<file path="src/rtl/fault_esc_pkg.sv">
package fault_esc_pkg;

    typedef enum logic [2:0] {
        ST_RUN,
        ST_FIRST,
        ST_DOUBLE,
        ST_SHUT,
        ST_NMI
    } esc_state_t;

    localparam int VEC_NMI = 2;
    localparam int VEC_DF  = 8;

    // Vectors whose first occurrence arms double-fault escalation
    function automatic logic is_contrib(input int v);
        return (v == 0) || (v >= 10 && v <= 13);
    endfunction

    // Vectors that push an error code
    function automatic logic has_errcode(input int v);
        return (v == VEC_DF) || (v >= 10 && v <= 13);
    endfunction

    // Vectors whose error code carries a selector index
    function automatic logic has_selector(input int v);
        return v >= 10 && v <= 13;
    endfunction

endpackage

</file>
<file path="src/rtl/fault_esc_prio.sv">
module fault_esc_prio #(
    parameter  int NVEC = 32,
    localparam int VW   = $clog2(NVEC)
) (
    input  logic [NVEC-1:0] req,
    output logic            any,
    output logic [VW-1:0]   idx
);
    // Downward scan so the lowest set bit is written last and wins
    always_comb begin
        any = |req;
        idx = '0;
        for (int i = NVEC - 1; i >= 0; i--) begin
            if (req[i]) idx = VW'(i);
        end
    end
endmodule

</file>
<file path="src/rtl/fault_esc_errfmt.sv">
module fault_esc_errfmt
    import fault_esc_pkg::*;
#(
    parameter  int VW   = 5,
    parameter  int SELW = 13,
    localparam int ECW  = SELW + 3
) (
    input  logic [VW-1:0]   vec,
    input  logic [SELW-1:0] sel,
    input  logic            sel_ok,
    output logic            present,
    output logic [ECW-1:0]  code
);
    always_comb begin
        present = has_errcode(int'(vec));
        code    = '0;
        if (has_selector(int'(vec)) && sel_ok) code = {sel, 3'b000};
    end
endmodule

</file>
<file path="src/rtl/fault_escalator.sv">
module fault_escalator
    import fault_esc_pkg::*;
#(
    parameter  int NVEC = 32,
    parameter  int SELW = 13,
    localparam int VW   = $clog2(NVEC),
    localparam int ECW  = SELW + 3
) (
    input  logic            clk,
    input  logic            rst,
    input  logic [NVEC-1:0] flt_req,
    input  logic [SELW-1:0] flt_sel,
    input  logic            flt_sel_ok,
    input  logic            retire,
    input  logic            nmi,
    input  logic            pm_enter,
    output logic            disp_valid,
    output logic [VW-1:0]   disp_vec,
    output logic            err_present,
    output logic [ECW-1:0]  err_code,
    output logic            shutdown,
    output logic            halt_req,
    output logic            halt_a1,
    output logic            prot_mode
);
    esc_state_t st, st_n;

    logic            req_any;
    logic [VW-1:0]   req_idx;
    logic            dv_n;
    logic [VW-1:0]   vec_n;
    logic            halt_n;
    logic            ef_present;
    logic [ECW-1:0]  ef_code;

    fault_esc_prio #(.NVEC(NVEC)) u_prio (
        .req (flt_req),
        .any (req_any),
        .idx (req_idx)
    );

    fault_esc_errfmt #(.VW(VW), .SELW(SELW)) u_errfmt (
        .vec     (vec_n),
        .sel     (flt_sel),
        .sel_ok  (flt_sel_ok),
        .present (ef_present),
        .code    (ef_code)
    );

    // Next-state and next-output decision; a fault outranks retire
    always_comb begin
        st_n   = st;
        dv_n   = 1'b0;
        vec_n  = req_idx;
        halt_n = 1'b0;
        unique case (st)
            ST_RUN: begin
                if (req_any) begin
                    dv_n = 1'b1;
                    if (is_contrib(int'(req_idx))) st_n = ST_FIRST;
                end
            end
            ST_FIRST: begin
                if (req_any) begin
                    dv_n  = 1'b1;
                    vec_n = VW'(VEC_DF);
                    st_n  = ST_DOUBLE;
                end else if (retire) begin
                    st_n = ST_RUN;
                end
            end
            ST_DOUBLE, ST_NMI: begin
                if (req_any) begin
                    halt_n = 1'b1;
                    st_n   = ST_SHUT;
                end else if (retire) begin
                    st_n = ST_RUN;
                end
            end
            ST_SHUT: begin
                if (nmi) begin
                    dv_n  = 1'b1;
                    vec_n = VW'(VEC_NMI);
                    st_n  = ST_NMI;
                end
            end
            default: st_n = ST_RUN;
        endcase
    end

    // State register
    always_ff @(posedge clk) begin
        if (rst) st <= ST_RUN;
        else     st <= st_n;
    end

    // Registered outputs
    always_ff @(posedge clk) begin
        if (rst) begin
            disp_valid  <= 1'b0;
            disp_vec    <= '0;
            err_present <= 1'b0;
            err_code    <= '0;
            shutdown    <= 1'b0;
            halt_req    <= 1'b0;
            halt_a1     <= 1'b1;
            prot_mode   <= 1'b0;
        end else begin
            disp_valid  <= dv_n;
            disp_vec    <= vec_n;
            err_present <= dv_n & ef_present;
            err_code    <= dv_n ? ef_code : '0;
            shutdown    <= (st_n == ST_SHUT);
            halt_req    <= halt_n;
            halt_a1     <= ~halt_n;
            prot_mode   <= prot_mode | pm_enter;
        end
    end
endmodule

</file>
<file path="config.mk">
export PLATFORM = sky130hd
export DESIGN_NAME = fault_escalator
export DESIGN_NICKNAME = d
export VERILOG_FILES = /design/src/rtl/fault_esc_pkg.sv /design/src/rtl/fault_esc_prio.sv /design/src/rtl/fault_esc_errfmt.sv /design/src/rtl/fault_escalator.sv
export SDC_FILE = /design/constraint.sdc
export NUM_CORES = 1
export LEC_CHECK = 0
export BUFFER_PORTS_ARGS = -buffer_cell sky130_fd_sc_hd__buf_2
export CELL_PAD_IN_SITES_DETAIL_PLACEMENT = 1
export CELL_PAD_IN_SITES_GLOBAL_PLACEMENT = 2
export CORE_ASPECT_RATIO = 0.7
export CORE_UTILIZATION = 25
export DETAILED_ROUTE_END_ITERATION = 6
export PLACE_DENSITY_LB_ADDON = 0.1
export SYNTH_ARGS = -nofsm -noshare
export SYNTH_HDL_FRONTEND = slang
export SYNTH_SLANG_ARGS = --single-unit
</file>
<file path="constraint.sdc">
create_clock -name clk -period 2.72 [get_ports clk]
set_input_delay 0.136 -clock clk [delete_from_list [all_inputs] [get_ports clk]]
set_output_delay 0.136 -clock clk [all_outputs]
set_load 0.02 [all_outputs]
</file>
==> results.toml <==
[outcome]
outcome = "complete, no violations"

[yosys]
async_flop_share_pct = 0
yosysTopAreaCellShare_pct = 35.12
synth-seq-cells = 27
syn_area_mm2 = 0.001539
synth-edff-count = 0
ys_seq_area_share_pct = 35.12
synth.most_common_cell = "dfxtp_1"
synth.avg_cell_area_um2 = 8.794
synthFlopType = "dfxtp_1"
synthTopCellsByCount = "dfxtp_1, nor2_1, o21ai_0"
yosys-top-cells-area = "dfxtp_1, nor3b_2, nor2_1"
yosysWarnings = 0
synth.distinct_cells = 49
netlist_instances = 175
yosysTopAreaCell = "dfxtp_1"

[floorplanning]
die_w_um = 95.78
die_h_um = 67.65
initial_core_util_pct = 26.34
num_io_pins = 78
rows = 23
core_area_mm2 = 0.005842
dieArea_mm2 = 0.006479

[detailed_routing]
wl_um = 4425
via_count = 1550
dr.pass1.iters = 4
via_per_inst = 4.683
routedWlPerCell_um = 13.37
drtIter0Drc = 71
drc = 0
drtAntennaViolNets = 0

[clocking]
holdBufCountCts = 0
clockBufferDepth = 2
clk_pin_slew_ps = 90
numCtsBuffers = 3
htreeDepth = 1
cts_resized = 0
clkLatencyLatePin_ps = 260
postCtsSetupBuffers = 0
clock-sinks = 27
cts_tree = "done"
clockRootBuffer = "clkbuf_8"

[placed_design]
place_hpwl_um = 3691
place_area_mm2 = 0.002041
routabilityCongestion = 0.7768
dpl.cell_count = 327
portBuffers = 74

[pwr]
pwr-share-comb_pct = 32.8
peakVddDrop_mv = 0.2388
p_int_w = 0.0006699
clkPwrFrac_pct = 21.6
power_leakage_nw = 0.8872
swShare_pct = 33.53
power_density_mw_per_mm2 = 483.2
p_sw_w = 0.0003380
power_w = 0.001008
seq_power_share_pct = 45.6

[setup_path]
regToRegStartpoint = "st[1]$_SDFF_PP0_"
arrival_ps = 2550
path_max_fanout = 13
endpoint_kind = "register"
rr_endpoint = "err_code[4]$_SDFF_PP0_"
crit_type = "in -> reg"
required_ps = 2840
rr_worst_depth = 5
startpoint_type = "primary input"
reg2reg_slack_ps = 600

[sta]
slew_headroom_pct = 42.67
rsz0062_at_grt = "no"
timing.hold.ws_ps = 89.01
fmax_ghz = 0.4110
fin_crit_sh_pct = 89.46
worst_pin_slew_ps = 855.7
hold_viol_final = 0
fin_worst_skew_ps = 2.047
setup_viol = 0
period_needed_ps = 2433
slew_viol_final = 0

[global_routing]
grt_pass1_vias = 1564
use_met3_pct = 3.829
grt_use_met1_pct = 23.34
grt_first_pass_wirelength_um = 7438
grt_max_degree = 15
antenna_found_initial = 0
globalRouteTotalUtil_pct = 14.82
busiest_layer = "met1"
met2_usage_pct = 20.36
grt_overflow_total = 0

[final_layout]
design_area_mm2 = 0.002086
drive_gt1_share_pct = 42.58
nets = 308
fin_cells = 331
num_antenna_cells = 0
syn2layout_area_growth_pct = 35.53
final_core_util_pct = 35.70
fillers = 736

[run]
cap_violations = 0

[hold_path]
hold_end = "prot_mode$_SDFF_PP0_"
hold_depth = 3
worstHoldStart = "pm_enter"
hold_class = "in -> reg"
==> sequential cells by signal, indices dropped and copies added (netlist names) <==
name	flops
halt_req	1
st	3
err_code	13
prot_mode	1
disp_vec	5
err_present	1
disp_valid	1
halt_a1	1
shutdown	1
==> layout by cell type (no fill, tap or decap), drive strengths merged, types with 3 or more instances in the layout <==
cell type / netlist / routed
or4: 3 / 3
a31oi: 4 / 4
clkbuf: 2 / 4
nand2b: 7 / 7
a21oi: 9 / 9
nor4: 11 / 11
buf: 6 / 83
o21ai: 12 / 12
nand3: 3 / 3
nor2b: 3 / 3
conb: 1 / 3
nor2: 20 / 20
nand2: 8 / 8
a211oi: 4 / 4
nor3: 5 / 5
inv: 8 / 8
dfxtp: 27 / 27
nor3b: 13 / 13
o31ai: 3 / 3
or3: 6 / 6
==> layout make-up <==
cell class	instances	area (um2)	area share, %
multi-input cells	134	925.9	44.39
flip-flops and latches	27	540.5	25.91
inverters	8	30.03	1.440
repair buffers	83	450.4	21.60
well taps	75	93.84	4.499
clock buffers	4	45.04	2.160
==> critical path: stages <==
cell and delay, ps:
buf_2 110, or4_4 550, nand2b_4 180, or3_4 420, o211ai_4 230, nand3_4 110, xnor2_2 680, nor3b_1 120
==> metal layers <==
metal | part of all wire (%) | vias to the layer above
li1 | - | 802
met1 | 59 | 704
met2 | 37 | 42
met3 | 4.6 | 2
met4 | 0.23 | 0
met5 | 0 | -
==> worst max-delay path by stage <==
| stage | start | to | slack [ps] | cells past startpoint |
|---|---|---|---|---|
| 2_1_floorplan | flt_req[15] | err_code[10]$_SDFF_PP0_ | 590 | 8 |
| 3_5_place_dp | flt_req[15] | err_code[15]$_SDFF_PP0_ | -20 | 8 |
| 3_3_place_gp | flt_req[15] | err_code[15]$_SDFF_PP0_ | 40 | 8 |
| 5_1_grt | flt_req[23] | err_code[3]$_SDFF_PP0_ | 70 | 8 |
| 6_report | flt_req[15] | err_code[4]$_SDFF_PP0_ | 290 | 8 |
| 4_1_cts | flt_req[15] | err_code[4]$_SDFF_PP0_ | 260 | 8 |
==> kinds of logic (layout without fill, tap and decap cells) <==
logic type | Yosys count | count (layout) | synth area share, %
xor+xnor | 2 | 2 | 1.626
simple gates | 84 | 84 | 37.64
other cells | 1 | 3 | 0.2437
mux | 1 | 1 | 0.6504
compound gates | 44 | 44 | 19.51
buf+inv | 16 | 95 | 5.203
flops | 27 | 27 | 35.12
==> power groups by stage <==
stage | Sequential, W | Clock (W) | Combinational, W
after global placement | 0.000469 | 0 | 0.000338
after global routing | 0.000464 | 0.000252 | 0.000370
after detailed placement | 0.000468 | 0 | 0.000334
after CTS | 0.000459 | 0.000228 | 0.000336
final | 0.000459 | 0.000218 | 0.000331
after floorplan | 0.000478 | 0 | 0.000200
==> stage by stage <==
| step | setup slack [ps] | TNS [ps] |
|---|---|---|
| finish | 286.8 | 0 |
| global route | 65.19 | 0 |
| detailed placement | -17.88 | -72.41 |
| CTS | 257.5 | 0 |
| global placement | 37.34 | 0 |
| floorplan | 588.7 | 0 |
Note: power is estimated with default switching activity, not from simulation.
